<file path="src/rtl/sdram_init_seq.sv">
module sdram_init_seq #(
  parameter int ADDR_W    = 13,
  parameter int PWRUP_CYC = 12500,
  parameter int T_RP      = 3,
  parameter int T_RFC     = 9,
  parameter int T_MRD     = 2,
  parameter int REF_BURST = 8,
  parameter int TICK_DIV  = 125,
  parameter int PERIOD_W  = 8
) (
  input  logic                clk,
  input  logic                rst_n,
  input  logic [2:0]          cas_lat,
  input  logic                two_ranks,
  input  logic [PERIOD_W-1:0] refresh_cnt,
  output logic                cs_n,
  output logic                ras_n,
  output logic                cas_n,
  output logic                we_n,
  output logic [ADDR_W-1:0]   addr,
  output logic                rank_sel,
  output logic [2:0]          rd_to_pre,
  output logic                init_done
);

  localparam logic [3:0] CMD_NOP = 4'b0111;
  localparam logic [3:0] CMD_PRE = 4'b0010;
  localparam logic [3:0] CMD_REF = 4'b0001;
  localparam logic [3:0] CMD_MRS = 4'b0000;

  localparam int WAIT_A   = (PWRUP_CYC > T_RFC) ? PWRUP_CYC : T_RFC;
  localparam int WAIT_B   = (T_RP > T_MRD) ? T_RP : T_MRD;
  localparam int WAIT_MAX = (WAIT_A > WAIT_B) ? WAIT_A : WAIT_B;
  localparam int CNT_W    = $clog2(WAIT_MAX + 1);
  localparam int RC_W     = $clog2(REF_BURST + 1);
  localparam int TD_W     = $clog2(TICK_DIV + 1);

  localparam logic [ADDR_W-1:0] A10_ONLY = ADDR_W'(1) << 10;

  typedef enum logic [2:0] {S_PWR, S_PREW, S_REFW, S_MRSW, S_RUN, S_REF2} st_t;

  st_t                 st;
  logic [CNT_W-1:0]    cnt;
  logic [RC_W-1:0]     rc;
  logic [TD_W-1:0]     tdiv;
  logic [PERIOD_W-1:0] pcnt;
  logic [3:0]          cmd;

  logic [2:0] eff_cl;
  logic       tick;
  logic [ADDR_W-1:0] mode_word;

  assign eff_cl    = (cas_lat < 3'd2) ? 3'd2 : cas_lat;
  assign rd_to_pre = eff_cl - 3'd1;
  assign mode_word = ADDR_W'({eff_cl, 4'b0010});
  assign tick      = init_done && (tdiv == TD_W'(TICK_DIV - 1));
  assign {cs_n, ras_n, cas_n, we_n} = cmd;

  always_ff @(posedge clk or negedge rst_n) begin
    if (!rst_n) begin
      st        <= S_PWR;
      cnt       <= '0;
      rc        <= '0;
      cmd       <= CMD_NOP;
      addr      <= '0;
      rank_sel  <= 1'b0;
      init_done <= 1'b0;
      tdiv      <= '0;
      pcnt      <= '0;
    end else begin
      cmd  <= CMD_NOP;
      addr <= '0;
      case (st)
        S_PWR: begin
          if (cnt == CNT_W'(PWRUP_CYC - 1)) begin
            cmd  <= CMD_PRE;
            addr <= A10_ONLY;
            cnt  <= '0;
            st   <= S_PREW;
          end else cnt <= cnt + 1'b1;
        end
        S_PREW: begin
          if (cnt == CNT_W'(T_RP - 1)) begin
            cmd <= CMD_REF;
            cnt <= '0;
            rc  <= '0;
            st  <= S_REFW;
          end else cnt <= cnt + 1'b1;
        end
        S_REFW: begin
          if (cnt == CNT_W'(T_RFC - 1)) begin
            cnt <= '0;
            if (rc == RC_W'(REF_BURST - 1)) begin
              cmd  <= CMD_MRS;
              addr <= mode_word;
              st   <= S_MRSW;
            end else begin
              cmd <= CMD_REF;
              rc  <= rc + 1'b1;
            end
          end else cnt <= cnt + 1'b1;
        end
        S_MRSW: begin
          if (cnt == CNT_W'(T_MRD - 1)) begin
            cnt <= '0;
            if (!rank_sel && two_ranks) begin
              rank_sel <= 1'b1;
              cmd      <= CMD_PRE;
              addr     <= A10_ONLY;
              st       <= S_PREW;
            end else begin
              rank_sel  <= 1'b0;
              init_done <= 1'b1;
              tdiv      <= '0;
              pcnt      <= '0;
              st        <= S_RUN;
            end
          end else cnt <= cnt + 1'b1;
        end
        S_RUN: begin
          if (tick && pcnt == refresh_cnt) begin
            cmd      <= CMD_REF;
            rank_sel <= 1'b0;
            if (two_ranks) st <= S_REF2;
          end
        end
        S_REF2: begin
          cmd      <= CMD_REF;
          rank_sel <= 1'b1;
          st       <= S_RUN;
        end
        default: st <= S_PWR;
      endcase
      if (init_done) begin
        tdiv <= tick ? '0 : tdiv + 1'b1;
        if (tick) pcnt <= (pcnt == refresh_cnt) ? '0 : pcnt + 1'b1;
      end
    end
  end

  logic [CNT_W-1:0] up_cnt;
  always_ff @(posedge clk or negedge rst_n) begin
    if (!rst_n) up_cnt <= '0;
    else if (up_cnt != CNT_W'(PWRUP_CYC)) up_cnt <= up_cnt + 1'b1;
  end


  pwrup_nop_chk: assert property (@(posedge clk) disable iff (!rst_n)
    (cmd != CMD_NOP) |-> (up_cnt >= CNT_W'(PWRUP_CYC)));


  pre_a10_chk: assert property (@(posedge clk) disable iff (!rst_n)
    (cmd == CMD_PRE) |-> addr[10]);


  mode_cl_floor_chk: assert property (@(posedge clk) disable iff (!rst_n)
    (cmd == CMD_MRS) |-> (addr[6:4] >= 3'd2));


  single_rank_chk: assert property (@(posedge clk) disable iff (!rst_n)
    (!two_ranks && cmd != CMD_NOP) |-> !rank_sel);


  done_sticky_chk: assert property (@(posedge clk) disable iff (!rst_n)
    init_done |=> init_done);


  run_cmds_chk: assert property (@(posedge clk) disable iff (!rst_n)
    init_done |-> (cmd == CMD_NOP || cmd == CMD_REF));

endmodule

</file>
<file path="config.mk">
export PLATFORM = sky130hd
export DESIGN_NAME = sdram_init_seq
export DESIGN_NICKNAME = d
export VERILOG_FILES = /design/src/rtl/sdram_init_seq.sv
export SDC_FILE = /design/constraint.sdc
export NUM_CORES = 1
export LEC_CHECK = 0
export BUFFER_PORTS_ARGS = -buffer_cell sky130_fd_sc_hd__buf_2
export CAP_MARGIN = 25
export CORE_MARGIN = 2
export CORE_UTILIZATION = 60
export CTS_CLUSTER_SIZE = 14
export DETAILED_ROUTE_END_ITERATION = 16
export PLACE_DENSITY = 0.93
export SLEW_MARGIN = 5
export SYNTH_ARGS = -nofsm -noshare
export SYNTH_HDL_FRONTEND = slang
export SYNTH_SLANG_ARGS = --single-unit
</file>
<file path="constraint.sdc">
create_clock -name clk -period 3 [get_ports clk]
set_input_delay 0.6 -clock clk [delete_from_list [all_inputs] [get_ports clk]]
set_output_delay 0.6 -clock clk [all_outputs]
set_load 0.05 [all_outputs]
</file>
After elaboration in Yosys (flattened, before gate mapping)
Cells that the tools add are included.
- bits of input ports: 14
- output and inout port bits: 22
- word-level logic and storage cells: 100
- register bits after elaboration: 55
- $add $sub $neg: 5
- bitwise operators: 1
- reduce and logical (&&, ||, !) cells: 15
- equal/unequal tests: 21
- $lt $le $gt $ge: 1
- mux-type cells: 48
- operators by type and width (operator ; number):
    14-bit 2-to-1 mux ; 4
    14-bit one-hot mux with 4 select lines ; 1
    7-bit 2-to-1 mux ; 7
    8-bit 2-to-1 mux ; 6
    3-bit 2-to-1 mux ; 15
    3-bit one-hot mux with 6 select lines ; 2
    11-bit 2-to-1 mux ; 3
    11-bit one-hot mux with 3 select lines ; 1
    2-bit != test, second input constant ; 9
    14-bit by 1-bit adder with 14-bit output, second input constant ; 1
    14-bit by 1-bit == test with 1-bit output, second input constant ; 1
    14-bit == test, second input constant ; 1
    14-bit by 2-bit == test with 1-bit output, second input constant ; 1
    14-bit by 4-bit == test with 1-bit output, second input constant ; 1
    4-bit 2-to-1 mux ; 3
    3-bit AND reduction ; 3
    8-bit by 1-bit adder with 8-bit output, second input constant ; 1
    8-bit == test ; 1
    4-bit one-hot mux with 2 select lines ; 1
    7-bit by 1-bit adder with 7-bit output, second input constant ; 1
    7-bit == test, second input constant ; 1
    7-bit AND reduction ; 1
    3-bit by 2-bit == test with 1-bit output, second input constant ; 2
    3-bit == test, second input constant ; 2
    15 further kinds ; 22

Logic depth before layout (Yosys ltp)
Gate-level depths: netlist of the first run.
- depth after elaboration: 7
- gate-level depth with buffers: 8
- gate-level depth less buffers: 7

Worst setup path before layout of the first run
No wires, ideal clock.
- path type: input to output
- start point: in cas_lat[1]
- end point: out rd_to_pre[2]
- data required time: 2.400 ns
- slack: -0.520 ns
- data arrival time: 2.920 ns
- cell stages on the path: 3
- cell sequence: o21ai_0 ha_1 xor2_1
- cells in the longest elaborated chain, start to end: 3
- RTL lines (element ; RTL line ; text):
    from (decl) ; 13 ; input logic [2:0] cas_lat,
    3-bit by 2-bit < comparator with 1-bit output ; 53 ; assign eff_cl = (cas_lat < 3'd2) ? 3'd2 : cas_lat;
    3-bit 2-to-1 mux (*) ; 53 ;
    3-bit by 1-bit subtractor with 3-bit output (*) ; 54 ; assign rd_to_pre = eff_cl - 3'd1;
    to (decl) ; 22 ; output logic [2:0] rd_to_pre,
Mark *: on every way between the ends. The rest lies on a longest branch, timed or not.

Worst setup path after layout of the first run
- start point: reg cnt[5]
- end point: reg st[0]
- cells in the longest elaborated chain, start to end: 3
- elaborated cells between the ends (all ways): 9
- classes of those cells: eq/ne (8); reduce/logical (1)
- RTL lines (element ; RTL line ; text):
    from (decl) ; 43 ; logic [CNT_W-1:0] cnt;
    from (signal assigned) ; 80 ; end else cnt <= cnt + 1'b1;
    from (signal assigned) ; 88 ; end else cnt <= cnt + 1'b1;
    from (signal assigned) ; 101 ; end else cnt <= cnt + 1'b1;
    14-bit by 4-bit == test with 1-bit output (tied with other cells) ; 91 ; if (cnt == CNT_W'(T_RFC - 1)) begin
    2-bit != test (no line) ; - ;
    7-bit AND reduction (no line) (*) ; - ;
    to (signal assigned) ; 87 ; st <= S_REFW;
    to (signal assigned) ; 96 ; st <= S_MRSW;
    to (signal assigned) ; 110 ; st <= S_PREW;
    to (decl) ; 42 ; st_t st;
Marks and branches as above.
A chain may end at the register's enable or synchronous reset.

==> flow_results.xml, run 1 <==
<?xml version="1.0" encoding="UTF-8"?>
<metrics>
  <group name="logic_synthesis">
    <metric name="yosys_cell_types" unit="">60</metric>
    <metric name="netlist.area_leader.share" unit="%">38.4</metric>
    <metric name="synth_enable_flop_cells" unit="">0</metric>
    <metric name="syn-instance-count" unit="">300</metric>
    <metric name="synthesis.area_per_instance" unit="sq um">9.33</metric>
    <metric name="ys_seq_area_share" unit="%">41.2</metric>
    <metric name="post_synthesis_register_bit_count" unit="">46</metric>
    <metric name="asr_flop_ratio_synth" unit="%">100</metric>
    <metric name="synth-main-ff-cell" unit="">sky130_fd_sc_hd__dfrtp_1</metric>
    <metric name="library_cell_with_the_largest_summed_area_after_synthesis" unit="">sky130_fd_sc_hd__dfrtp_1</metric>
    <metric name="syn-cell-area" unit="sq mm">0.00280</metric>
    <metric name="ys.warnings.count" unit="">0</metric>
    <metric name="synth_top_cells_by_area" unit="">sky130_fd_sc_hd__dfrtp_1 38%, sky130_fd_sc_hd__xor2_1 5.0%, sky130_fd_sc_hd__nand2_1 4.4%, sky130_fd_sc_hd__ha_1 4.0%, sky130_fd_sc_hd__o21ai_0 3.9%</metric>
  </group>
  <group name="placement">
    <metric name="place.port_buffers" unit="">26</metric>
    <metric name="place_congestion" unit="">0.874</metric>
    <metric name="hpwl" unit="um">4020</metric>
    <metric name="pre_cts_slack" unit="ps">811</metric>
    <metric name="dp.cells" unit="">370</metric>
    <metric name="post_dp_cell_area" unit="sq mm">0.00289</metric>
  </group>
  <group name="timing">
    <metric name="finalSetupViolations" unit="">0</metric>
    <metric name="tightest_slew" unit="ps">895</metric>
    <metric name="finalClockSkew" unit="ps">8.79</metric>
    <metric name="post-route-worst-setup-slack" unit="ps">803</metric>
    <metric name="hold_viol" unit="">0</metric>
    <metric name="fin_crit" unit="ps">2200</metric>
    <metric name="fin_crit_sh" unit="%">73.2</metric>
    <metric name="max-slew-margin-rel" unit="%">39.8</metric>
    <metric name="report.final.slew_viol_count" unit="">0</metric>
    <metric name="max_clock_freq" unit="MHz">455</metric>
    <metric name="totalNegativeSetupSlack" unit="ps">0</metric>
    <metric name="grt_setup_unrepaired" unit="">no</metric>
  </group>
  <group name="die">
    <metric name="die-width" unit="um">72.3</metric>
    <metric name="number_of_placement_rows" unit="">24</metric>
    <metric name="dieHeight" unit="um">72.3</metric>
    <metric name="floorplan.initialDensity" unit="%">63.4</metric>
    <metric name="num_io_pins" unit="">36</metric>
    <metric name="core_area" unit="sq mm">0.00441</metric>
    <metric name="die_area" unit="sq mm">0.00523</metric>
  </group>
  <group name="global_routing">
    <metric name="globalRouteTotalUtil" unit="%">22.9</metric>
    <metric name="grt_use_met2" unit="%">38.2</metric>
    <metric name="grt_first_pass_wirelength" unit="um">9580</metric>
    <metric name="grt_max_degree" unit="">47</metric>
    <metric name="met3_usage" unit="%">4.44</metric>
    <metric name="global_route.peak_usage_layer" unit="">met2</metric>
    <metric name="grt_pass1_vias" unit="">2181</metric>
    <metric name="grt_overflow" unit="">0</metric>
    <metric name="grt_antenna_before_repair" unit="">0</metric>
    <metric name="groute.layer.met1.usage" unit="%">29.3</metric>
  </group>
  <group name="power">
    <metric name="ir_drop" unit="V">0.000253</metric>
    <metric name="total_power_per_unit_cell_area" unit="mW/mm^2">381</metric>
    <metric name="total_power" unit="mW">1.15</metric>
    <metric name="total_leakage_power" unit="nW">1.37</metric>
  </group>
  <group name="routing">
    <metric name="drt-total-wl" unit="um">5610</metric>
    <metric name="firstDrtPassIters" unit="">4</metric>
    <metric name="detailedRoute.firstIterationViolations" unit="">142</metric>
    <metric name="avgRoutedWirePerCell" unit="um">14.8</metric>
    <metric name="num_vias" unit="">2302</metric>
    <metric name="drt.antenna.violating_nets" unit="">0</metric>
    <metric name="route.detailed.drc" unit="">0</metric>
    <metric name="via_per_inst" unit="">6.07</metric>
  </group>
  <group name="clocking">
    <metric name="cts_buffers" unit="">5</metric>
    <metric name="clk-insertion-delay-late" unit="ps">300</metric>
    <metric name="clk_pin_slew" unit="ps">80</metric>
    <metric name="clkSinkCount" unit="">46</metric>
    <metric name="cts-resized-gates" unit="">0</metric>
    <metric name="h-tree-depth" unit="">2</metric>
    <metric name="root_buffer_cell" unit="">sky130_fd_sc_hd__clkbuf_8</metric>
    <metric name="cts-root-to-sink-buffers" unit="">2</metric>
    <metric name="cts_tree" unit="">built</metric>
    <metric name="hold_buffers" unit="">0</metric>
    <metric name="post_cts.repair.setup_buffers" unit="">0</metric>
  </group>
  <group name="run_status">
    <metric name="status" unit="">completed</metric>
  </group>
  <group name="layout">
    <metric name="n_fill_cell" unit="">315</metric>
    <metric name="synthToLayoutAreaGrowth" unit="%">8.00</metric>
    <metric name="layout.nets" unit="">349</metric>
    <metric name="post-route-cell-area" unit="sq mm">0.00302</metric>
    <metric name="drive_above_1_share" unit="%">17.4</metric>
    <metric name="diodes" unit="">0</metric>
    <metric name="non_filler_cells_final" unit="">379</metric>
  </group>
  <group name="critical_path">
    <metric name="crit_path_start_kind" unit="">flip-flop</metric>
    <metric name="worstPathRequired" unit="ps">3200</metric>
    <metric name="crit_arrival" unit="ps">2400</metric>
    <metric name="endpoint_kind" unit="">flip-flop</metric>
    <metric name="critPathKind" unit="">flip-flop to flip-flop</metric>
    <metric name="r2r.worst_path.cells" unit="">5</metric>
    <metric name="biggest_fanout_along_the_worst_timing_path" unit="">5</metric>
  </group>
  <group name="hold_path">
    <metric name="min_delay_worst_type" unit="">primary input to asynchronous set/reset pin</metric>
  </group>
  <group name="job">
    <metric name="drv_cap" unit="">0</metric>
  </group>
</metrics>
## metal layers
layer / up-vias / routed length (um)
met5: - / 0
met4: 0 / 129
met3: 16 / 282
met2: 76 / 2730
met1: 1113 / 2470
li1: 1097 / -
## Yosys cell counts, drive strengths merged (2+ instances only)
master,number
a21oi,5
nor3b,3
xnor2,8
nor3,8
nand2,33
o211ai,3
clkbuf,6
o21ai,22
or3,4
buf,11
a21boi,2
nand2b,3
inv,11
o21bai,3
xor2,16
and4,4
ha,9
or2,3
o41ai,2
a2111o,2
nand4,2
a211oi,2
nor2b,6
a21o,4
nor4,7
dfrtp,43
nand3,16
dfstp,3
o31ai,3
and2,2
and3,4
nor2,28
a31oi,3
## layout make-up
cell class | count | area (sq um) | share of cell area (%)
clock buffer | 6 | 72.6 | 2.40
clock inverter | 2 | 37.5 | 1.24
inverter | 11 | 41.3 | 1.37
multi-input combinational | 234 | 1500 | 49.4
sequential | 46 | 1150 | 38.2
tap | 52 | 65.1 | 2.15
timing repair buffer | 28 | 158 | 5.21
## where the power goes
| part | internal, mW | switching, mW | leakage (nW) |
|---|---|---|---|
| clock network | 0.249 | 0.205 | 0.0514 |
| logic | 0.0169 | 0.0622 | 0.763 |
| registers | 0.620 | 0.000376 | 0.555 |
## cell families after synthesis
kind of cell               Yosys count  synth area share [%]
muxes                                1                 0.357
other                                1                 0.134
and+or+nand+nor                    129                  25.2
adders and majority gates            9                  4.02
AOI/OAI and AO/OA                   62                  15.0
DFF                                 46                  41.2
buffers and inverters               28                  6.57
xor gates and xnor gates            24                  7.51
## cells in the final DEF, fill, tap and decap left out, drive strengths merged, types with 2 or more instances in the layout
cell type | Yosys | final
nor4 | 7 | 7
a31oi | 3 | 3
nand4 | 2 | 2
o41ai | 2 | 2
nor2 | 28 | 28
o211ai | 3 | 3
a211oi | 2 | 2
xnor2 | 8 | 8
a21boi | 2 | 2
nand2 | 33 | 33
conb | 1 | 9
clkbuf | 6 | 6
ha | 9 | 9
o31ai | 3 | 3
dfstp | 3 | 3
a2111o | 2 | 2
and2 | 2 | 2
o21bai | 3 | 3
a21oi | 5 | 5
nor2b | 6 | 6
nand3 | 16 | 16
and4 | 4 | 4
xor2 | 16 | 16
nor3b | 3 | 3
o21ai | 22 | 22
nand2b | 3 | 3
dfrtp | 43 | 43
inv | 11 | 11
a21o | 4 | 4
buf | 11 | 28
and3 | 4 | 4
nor3 | 8 | 8
or3 | 4 | 4
or2 | 3 | 3
## path summary, 6_finish.rpt
path	startpoint	endpoint	slack [ps]
min in group clk	tdiv[5]	tdiv[5]	500
max in group asynchronous	rst_n	cmd[2]	2190
hold reg to reg	tdiv[5]	tdiv[5]	500
setup / recovery	cnt[5]	st[0]	800
setup reg to reg	cnt[5]	st[0]	800
hold / removal	rst_n	pcnt[1]	240
## registers in the layout, indices dropped and copies added (netlist names)
register   cells
tdiv           7
rank_sel       1
rc             4
cnt           14
init_done      1
st             3
pcnt           8
cmd            3
addr           5
## per-stage QoR
stage / utilization [%] / hold WS [ps]
after detailed placement: 65.6 / 484
after global placement: 65.6 / 463
after CTS: 68.1 / 489
final: 68.5 / 240
after floorplan: - / 304
after global routing: 68.5 / 259
## worst max-delay path: stages, from the launching register on
cell and delay (ps):
sky130_fd_sc_hd__dfrtp_1 460, sky130_fd_sc_hd__nor4_4 380, sky130_fd_sc_hd__nand4_2 210, sky130_fd_sc_hd__or3_4 420, sky130_fd_sc_hd__a221o_1 380, sky130_fd_sc_hd__o31ai_1 250
Power figures use the tool's default switching activity.
==> run 2, diff against run 1 <==
- CORE_UTILIZATION: 60 -> 58
- PLACE_DENSITY: 0.93 -> 0.91
- clock period: 3 -> 2.2 ns (I/O delays scaled with it)
==> flow_results.xml, run 2 (synthesis gave the netlist of run 1 again) <==
<?xml version="1.0" encoding="UTF-8"?>
<metrics>
  <group name="die">
    <metric name="num_io_pins" unit="">36</metric>
    <metric name="dieHeight" unit="um">73.5</metric>
    <metric name="floorplan.initialDensity" unit="%">59.7</metric>
    <metric name="die-width" unit="um">73.5</metric>
    <metric name="number_of_placement_rows" unit="">25</metric>
    <metric name="core_area" unit="sq mm">0.00469</metric>
    <metric name="die_area" unit="sq mm">0.00540</metric>
  </group>
  <group name="layout">
    <metric name="drive_above_1_share" unit="%">21.3</metric>
    <metric name="largest_register_ff_count" unit="">14</metric>
    <metric name="final_common_cell" unit="">sky130_fd_sc_hd__dfrtp_1</metric>
    <metric name="most-common-layout-cells" unit="">41 x sky130_fd_sc_hd__dfrtp_1, 33 x sky130_fd_sc_hd__nand2_1, 28 x sky130_fd_sc_hd__nor2_1</metric>
    <metric name="diodes" unit="">0</metric>
    <metric name="synthToLayoutAreaGrowth" unit="%">11.9</metric>
    <metric name="layout.nets" unit="">360</metric>
    <metric name="layout_top_registers" unit="">cnt (14), pcnt (8), tdiv (7)</metric>
    <metric name="n_fill_cell" unit="">372</metric>
    <metric name="regMostFlops" unit="">cnt</metric>
  </group>
  <group name="timing">
    <metric name="report.final.slew_viol_count" unit="">0</metric>
    <metric name="finalClockSkew" unit="ps">8.99</metric>
    <metric name="fin_worst_hold_slack" unit="ps">99.7</metric>
    <metric name="max-slew-margin-rel" unit="%">63.7</metric>
    <metric name="hold_viol" unit="">0</metric>
    <metric name="fin_crit" unit="ps">2090</metric>
    <metric name="max_clock_freq" unit="MHz">480</metric>
    <metric name="fin_crit_sh" unit="%">94.8</metric>
    <metric name="post-route-worst-setup-slack" unit="ps">115</metric>
    <metric name="tightest_slew" unit="ps">543</metric>
    <metric name="finalSetupViolations" unit="">0</metric>
  </group>
  <group name="routing">
    <metric name="avgRoutedWirePerCell" unit="um">14.2</metric>
    <metric name="detailedRoute.firstIterationViolations" unit="">142</metric>
    <metric name="via_per_inst" unit="">5.79</metric>
    <metric name="num_vias" unit="">2270</metric>
    <metric name="drt-total-wl" unit="um">5560</metric>
    <metric name="route.detailed.drc" unit="">0</metric>
    <metric name="firstDrtPassIters" unit="">4</metric>
    <metric name="drt.antenna.violating_nets" unit="">0</metric>
  </group>
  <group name="clocking">
    <metric name="clkSinkCount" unit="">46</metric>
    <metric name="cts_buffers" unit="">5</metric>
    <metric name="cts-root-to-sink-buffers" unit="">2</metric>
    <metric name="root_buffer_cell" unit="">sky130_fd_sc_hd__clkbuf_8</metric>
    <metric name="clk-insertion-delay-late" unit="ps">300</metric>
    <metric name="clk_pin_slew" unit="ps">80</metric>
    <metric name="cts_tree" unit="">built</metric>
    <metric name="h-tree-depth" unit="">2</metric>
  </group>
  <group name="global_routing">
    <metric name="globalRouteTotalUtil" unit="%">22.6</metric>
    <metric name="grt_overflow" unit="">0</metric>
    <metric name="grt_pass1_vias" unit="">2079</metric>
    <metric name="grt_antenna_before_repair" unit="">0</metric>
    <metric name="grt_max_degree" unit="">26</metric>
    <metric name="grt_first_pass_wirelength" unit="um">9440</metric>
  </group>
  <group name="critical_path">
    <metric name="slowest_delay" unit="ps">450</metric>
    <metric name="biggest_fanout_along_the_worst_timing_path" unit="">7</metric>
    <metric name="worstPathRequired" unit="ps">2380</metric>
    <metric name="cell_family_with_most_cp_delay" unit="">simple AND/OR/NAND/NOR gates</metric>
    <metric name="cp_num_buf_inv" unit="">2</metric>
    <metric name="critPathKind" unit="">flip-flop to flip-flop</metric>
    <metric name="setup.reg_to_reg.worst_slack" unit="ps">110</metric>
    <metric name="timing.critical_path.cells" unit="">nor4_4 -&gt; buf_4 -&gt; and4_4 -&gt; o22ai_1 -&gt; nor4_4 -&gt; buf_4 -&gt; o21ai_0</metric>
    <metric name="crit_path_start_kind" unit="">flip-flop</metric>
    <metric name="critical_path.slowest_cell" unit="">sky130_fd_sc_hd__dfrtp_2</metric>
    <metric name="crit_arrival" unit="ps">2270</metric>
    <metric name="endpoint_kind" unit="">flip-flop</metric>
  </group>
  <group name="placement">
    <metric name="place.port_buffers" unit="">26</metric>
    <metric name="place_congestion" unit="">0.890</metric>
    <metric name="hpwl" unit="um">4180</metric>
    <metric name="pre_cts_slack" unit="ps">53.8</metric>
  </group>
  <group name="power">
    <metric name="total_leakage_power" unit="nW">1.43</metric>
    <metric name="total_power_per_unit_cell_area" unit="mW/mm^2">505</metric>
    <metric name="ir_drop" unit="V">0.000342</metric>
  </group>
  <group name="hold_path">
    <metric name="min_delay_worst_type" unit="">primary input to asynchronous set/reset pin</metric>
  </group>
  <group name="job">
    <metric name="drv_cap" unit="">0</metric>
  </group>
  <group name="run_status">
    <metric name="status" unit="">completed</metric>
  </group>
</metrics>
==> run 2: cell count changes in the layout (fill, tap and decap cells not counted) <==
cell	delta
sky130_fd_sc_hd__xor2_1	-1
sky130_fd_sc_hd__dfrtp_1	-2
sky130_fd_sc_hd__nor4b_2	+1
sky130_fd_sc_hd__buf_4	+11
sky130_fd_sc_hd__and4_4	+1
sky130_fd_sc_hd__dfrtp_2	+2
sky130_fd_sc_hd__o21ai_0	-2
sky130_fd_sc_hd__nor4b_1	-1
sky130_fd_sc_hd__xor2_2	+1
sky130_fd_sc_hd__o21ai_1	+2
sky130_fd_sc_hd__nor3_4	+1
sky130_fd_sc_hd__and4_2	-1
sky130_fd_sc_hd__nor3_2	-1
==> run 2: final timing paths <==
| check | startpoint | to | cells after the start |
|---|---|---|---|
| min in group clk | cas_lat[0] | addr[4] | 3 |
| max | cnt[5] | cnt[13] | 7 |
| min | rst_n | pcnt[0] | 1 |
| max reg2reg | cnt[5] | cnt[13] | 7 |
| max in group asynchronous | rst_n | cmd[2] | 2 |
| min reg2reg | tdiv[5] | tdiv[5] | 1 |
==> run 2: timing repair <==
item / CTS / global route
hold buffers: 0 / 0
setup endpoints to repair: 0 / 18
resized for setup: 0 / 7
buffers inserted: 0 / 4
==> run 2: layer usage <==
layer,global-route usage [%],wire length [um]
met1,28.9,2460
met2,39.2,2770
met3,4.80,255
met4,5.25,68
met5,0,0
==> run 2: cell type report <==
cell class | count | area, sq um | area share [%]
multi-input combinational | 234 | 1520 | 48.4
sequential | 46 | 1160 | 36.9
timing repair buffer | 39 | 240 | 7.67
inverter | 11 | 41.3 | 1.32
clock inverter | 2 | 37.5 | 1.20
clock buffer | 6 | 72.6 | 2.32
tap | 54 | 67.6 | 2.16
==> run 2: report_power, final <==
group	switching [mW]	leakage (nW)	internal, mW
clock	0.287	0.0514	0.339
sequential	0.000531	0.554	0.845
combinational	0.0856	0.821	0.0238
total	0.373	1.43	1.21
==> run 2: stage by stage <==
step / utilization, % / std cells / total power, mW / instance area, sq um / setup TNS [ps]
after detailed placement: 63.4 / 380 / 0.973 / 2980 / 0
after global placement: 63.4 / 380 / 0.970 / 2980 / 0
after global routing: 66.8 / 392 / 1.64 / 3130 / -15.5
after floorplan: - / 308 / 0.942 / 2840 / 0
after CTS: 65.8 / 388 / 1.59 / 3090 / 0
final: 66.8 / 392 / 1.58 / 3130 / 0
==> run 3, diff against run 2 <==
--- a/config.mk
+++ b/config.mk
@@ -11,3 +11,3 @@
 export CORE_UTILIZATION = 58
-export CTS_CLUSTER_SIZE = 14
+export CTS_CLUSTER_SIZE = 16
 export DETAILED_ROUTE_END_ITERATION = 16
==> constraint.sdc (replaced) <==
create_clock -name clk -period 2.2 [get_ports clk]
set_input_delay 0.11 -clock clk [delete_from_list [all_inputs] [get_ports clk]]
set_output_delay 0.11 -clock clk [all_outputs]
set_load 0.05 [all_outputs]
==> flow_results.xml, run 3 (synthesis gave the netlist of run 1 again) <==
<?xml version="1.0" encoding="UTF-8"?>
<metrics>
  <group name="layout">
    <metric name="diodes" unit="">0</metric>
    <metric name="final_common_cell" unit="">sky130_fd_sc_hd__dfrtp_1</metric>
    <metric name="largest_register_ff_count" unit="">14</metric>
    <metric name="post-route-cell-area" unit="sq mm">0.00315</metric>
    <metric name="n_fill_cell" unit="">365</metric>
    <metric name="layout_top_registers" unit="">cnt (14), pcnt (8), tdiv (7)</metric>
    <metric name="drive_above_1_share" unit="%">22.4</metric>
    <metric name="regMostFlops" unit="">cnt</metric>
    <metric name="layout.nets" unit="">365</metric>
    <metric name="synthToLayoutAreaGrowth" unit="%">12.6</metric>
    <metric name="final_util" unit="%">67.2</metric>
    <metric name="most-common-layout-cells" unit="">40 x sky130_fd_sc_hd__dfrtp_1, 33 x sky130_fd_sc_hd__nand2_1, 28 x sky130_fd_sc_hd__nor2_1</metric>
  </group>
  <group name="global_routing">
    <metric name="grt_antenna_before_repair" unit="">0</metric>
    <metric name="grt_max_degree" unit="">33</metric>
    <metric name="grt_overflow" unit="">0</metric>
    <metric name="globalRouteTotalUtil" unit="%">24.0</metric>
    <metric name="grt_first_pass_wirelength" unit="um">10000</metric>
    <metric name="grt_pass1_vias" unit="">2255</metric>
  </group>
  <group name="run_status">
    <metric name="status" unit="">completed</metric>
  </group>
  <group name="timing">
    <metric name="tightest_slew" unit="ps">735</metric>
    <metric name="fin_crit" unit="ps">2110</metric>
    <metric name="hold_viol" unit="">0</metric>
    <metric name="finalClockSkew" unit="ps">6.89</metric>
    <metric name="grt_setup_unrepaired" unit="">yes</metric>
    <metric name="max_clock_freq" unit="MHz">475</metric>
    <metric name="max-slew-margin-rel" unit="%">51.0</metric>
    <metric name="fin_crit_sh" unit="%">95.8</metric>
    <metric name="report.final.slew_viol_count" unit="">0</metric>
    <metric name="post-route-worst-setup-slack" unit="ps">93.0</metric>
    <metric name="finalSetupViolations" unit="">0</metric>
  </group>
  <group name="critical_path">
    <metric name="timing.critical_path.cells" unit="">nor4_4 -&gt; nand4_2 -&gt; buf_4 -&gt; a2111o_1 -&gt; buf_4 -&gt; o21ai_0 -&gt; a22o_1</metric>
    <metric name="crit_path_start_kind" unit="">flip-flop</metric>
    <metric name="critPathKind" unit="">flip-flop to flip-flop</metric>
    <metric name="r2r.worst_path.cells" unit="">7</metric>
    <metric name="worstPathRequired" unit="ps">2440</metric>
    <metric name="crit_path_frequent_cell" unit="">sky130_fd_sc_hd__buf_4</metric>
    <metric name="biggest_fanout_along_the_worst_timing_path" unit="">5</metric>
    <metric name="critical_path.slowest_cell" unit="">sky130_fd_sc_hd__dfrtp_2</metric>
    <metric name="cell_family_with_most_cp_delay" unit="">compound AO/OA/AOI/OAI gates</metric>
    <metric name="setup.reg_to_reg.worst_slack" unit="ps">90</metric>
    <metric name="reg2reg_from" unit="">cnt[7]</metric>
    <metric name="end_of_the_worst_register_to_register_path" unit="">rc[3]</metric>
    <metric name="slowest_delay" unit="ps">460</metric>
    <metric name="crit_arrival" unit="ps">2350</metric>
    <metric name="endpoint_kind" unit="">flip-flop</metric>
    <metric name="cp_num_buf_inv" unit="">2</metric>
  </group>
  <group name="die">
    <metric name="num_io_pins" unit="">36</metric>
    <metric name="core_area" unit="sq mm">0.00469</metric>
    <metric name="die-width" unit="um">73.5</metric>
    <metric name="dieHeight" unit="um">73.5</metric>
    <metric name="die_area" unit="sq mm">0.00540</metric>
    <metric name="floorplan.initialDensity" unit="%">59.7</metric>
    <metric name="number_of_placement_rows" unit="">25</metric>
  </group>
  <group name="routing">
    <metric name="via_per_inst" unit="">5.87</metric>
    <metric name="num_vias" unit="">2330</metric>
    <metric name="drt.antenna.violating_nets" unit="">0</metric>
    <metric name="route.detailed.drc" unit="">0</metric>
    <metric name="drt-total-wl" unit="um">5890</metric>
    <metric name="firstDrtPassIters" unit="">4</metric>
    <metric name="detailedRoute.firstIterationViolations" unit="">192</metric>
    <metric name="avgRoutedWirePerCell" unit="um">14.8</metric>
  </group>
  <group name="placement">
    <metric name="post_dp_cell_area" unit="sq mm">0.00297</metric>
    <metric name="place_congestion" unit="">0.874</metric>
    <metric name="place.port_buffers" unit="">26</metric>
    <metric name="hpwl" unit="um">4280</metric>
    <metric name="pre_cts_slack" unit="ps">26.2</metric>
  </group>
  <group name="power">
    <metric name="total_leakage_power" unit="nW">1.44</metric>
    <metric name="total_power_per_unit_cell_area" unit="mW/mm^2">460</metric>
    <metric name="ir_drop" unit="V">0.000269</metric>
  </group>
  <group name="clocking">
    <metric name="cts-root-to-sink-buffers" unit="">2</metric>
    <metric name="cts_buffers" unit="">5</metric>
    <metric name="h-tree-depth" unit="">2</metric>
    <metric name="cts_tree" unit="">built</metric>
    <metric name="clkSinkCount" unit="">46</metric>
    <metric name="clk-insertion-delay-late" unit="ps">300</metric>
    <metric name="clk_pin_slew" unit="ps">80</metric>
    <metric name="root_buffer_cell" unit="">sky130_fd_sc_hd__clkbuf_8</metric>
  </group>
  <group name="hold_path">
    <metric name="whs_endpoint" unit="">addr[6]</metric>
    <metric name="hold_start" unit="">cas_lat[2]</metric>
    <metric name="min_delay_worst_type" unit="">primary input to flip-flop</metric>
    <metric name="hold_path_depth" unit="">2</metric>
  </group>
  <group name="job">
    <metric name="drv_cap" unit="">0</metric>
  </group>
</metrics>
## run 3: layout make-up
| class | instances | area, sq um | share of cell area [%] |
|---|---|---|---|
| multi-input cells | 234 | 1520 | 48.3 |
| flip-flops and latches | 46 | 1160 | 36.7 |
| well taps | 54 | 67.6 | 2.14 |
| repair buffers | 44 | 280 | 8.89 |
| clock buffers | 6 | 72.6 | 2.30 |
| clock inverters | 2 | 10.0 | 0.317 |
| inverters | 11 | 41.3 | 1.31 |
## run 3: what timing repair did
action,in CTS,in global routing
buffers inserted,0,6
endpoints found under the hold margin,27,0
endpoints found under the setup margin,0,18
resized for setup,0,9
hold buffers,1,0
## run 3: how the worst max path moves through the flow
stage                     startpoint      endpoint  slack (ps)  depth (start not counted)
after floorplan           cas_lat[1]  rd_to_pre[2]         130                          3
after global placement        cnt[0]         rc[2]         170                          7
after detailed placement      cnt[1]       cnt[13]          30                          7
after CTS                     cnt[1]       cnt[13]           3                          7
after global routing          cnt[1]       cnt[13]         -20                          8
final                         cnt[7]         rc[3]          90                          7
## run 3: per-layer routing
metal,routed length [um],vias up,share of wire [%],GRT usage [%]
met4,85,0,1.4,7.07
met5,0,-,0,0
li1,-,1129,-,-
met2,2990,66,51,42.1
met3,258,11,4.4,4.94
met1,2560,1124,43,29.6
## run 3: through the flow
step,power (mW),setup TNS (ps),hold slack (ps),std cells
finish,1.45,0,73.9,397
global route,1.52,-41.1,74.4,397
CTS,1.47,0,64.2,391
detailed placement,0.969,0,205,382
global placement,0.966,0,191,382
floorplan,0.941,0,-186,308
## run 3: report_power, final
part	total, mW	switching, mW	leakage (nW)	internal (mW)
Combinational	0.108	0.0856	0.844	0.0225
Clock	0.497	0.277	0.0450	0.220
Sequential	0.846	0.000519	0.551	0.845
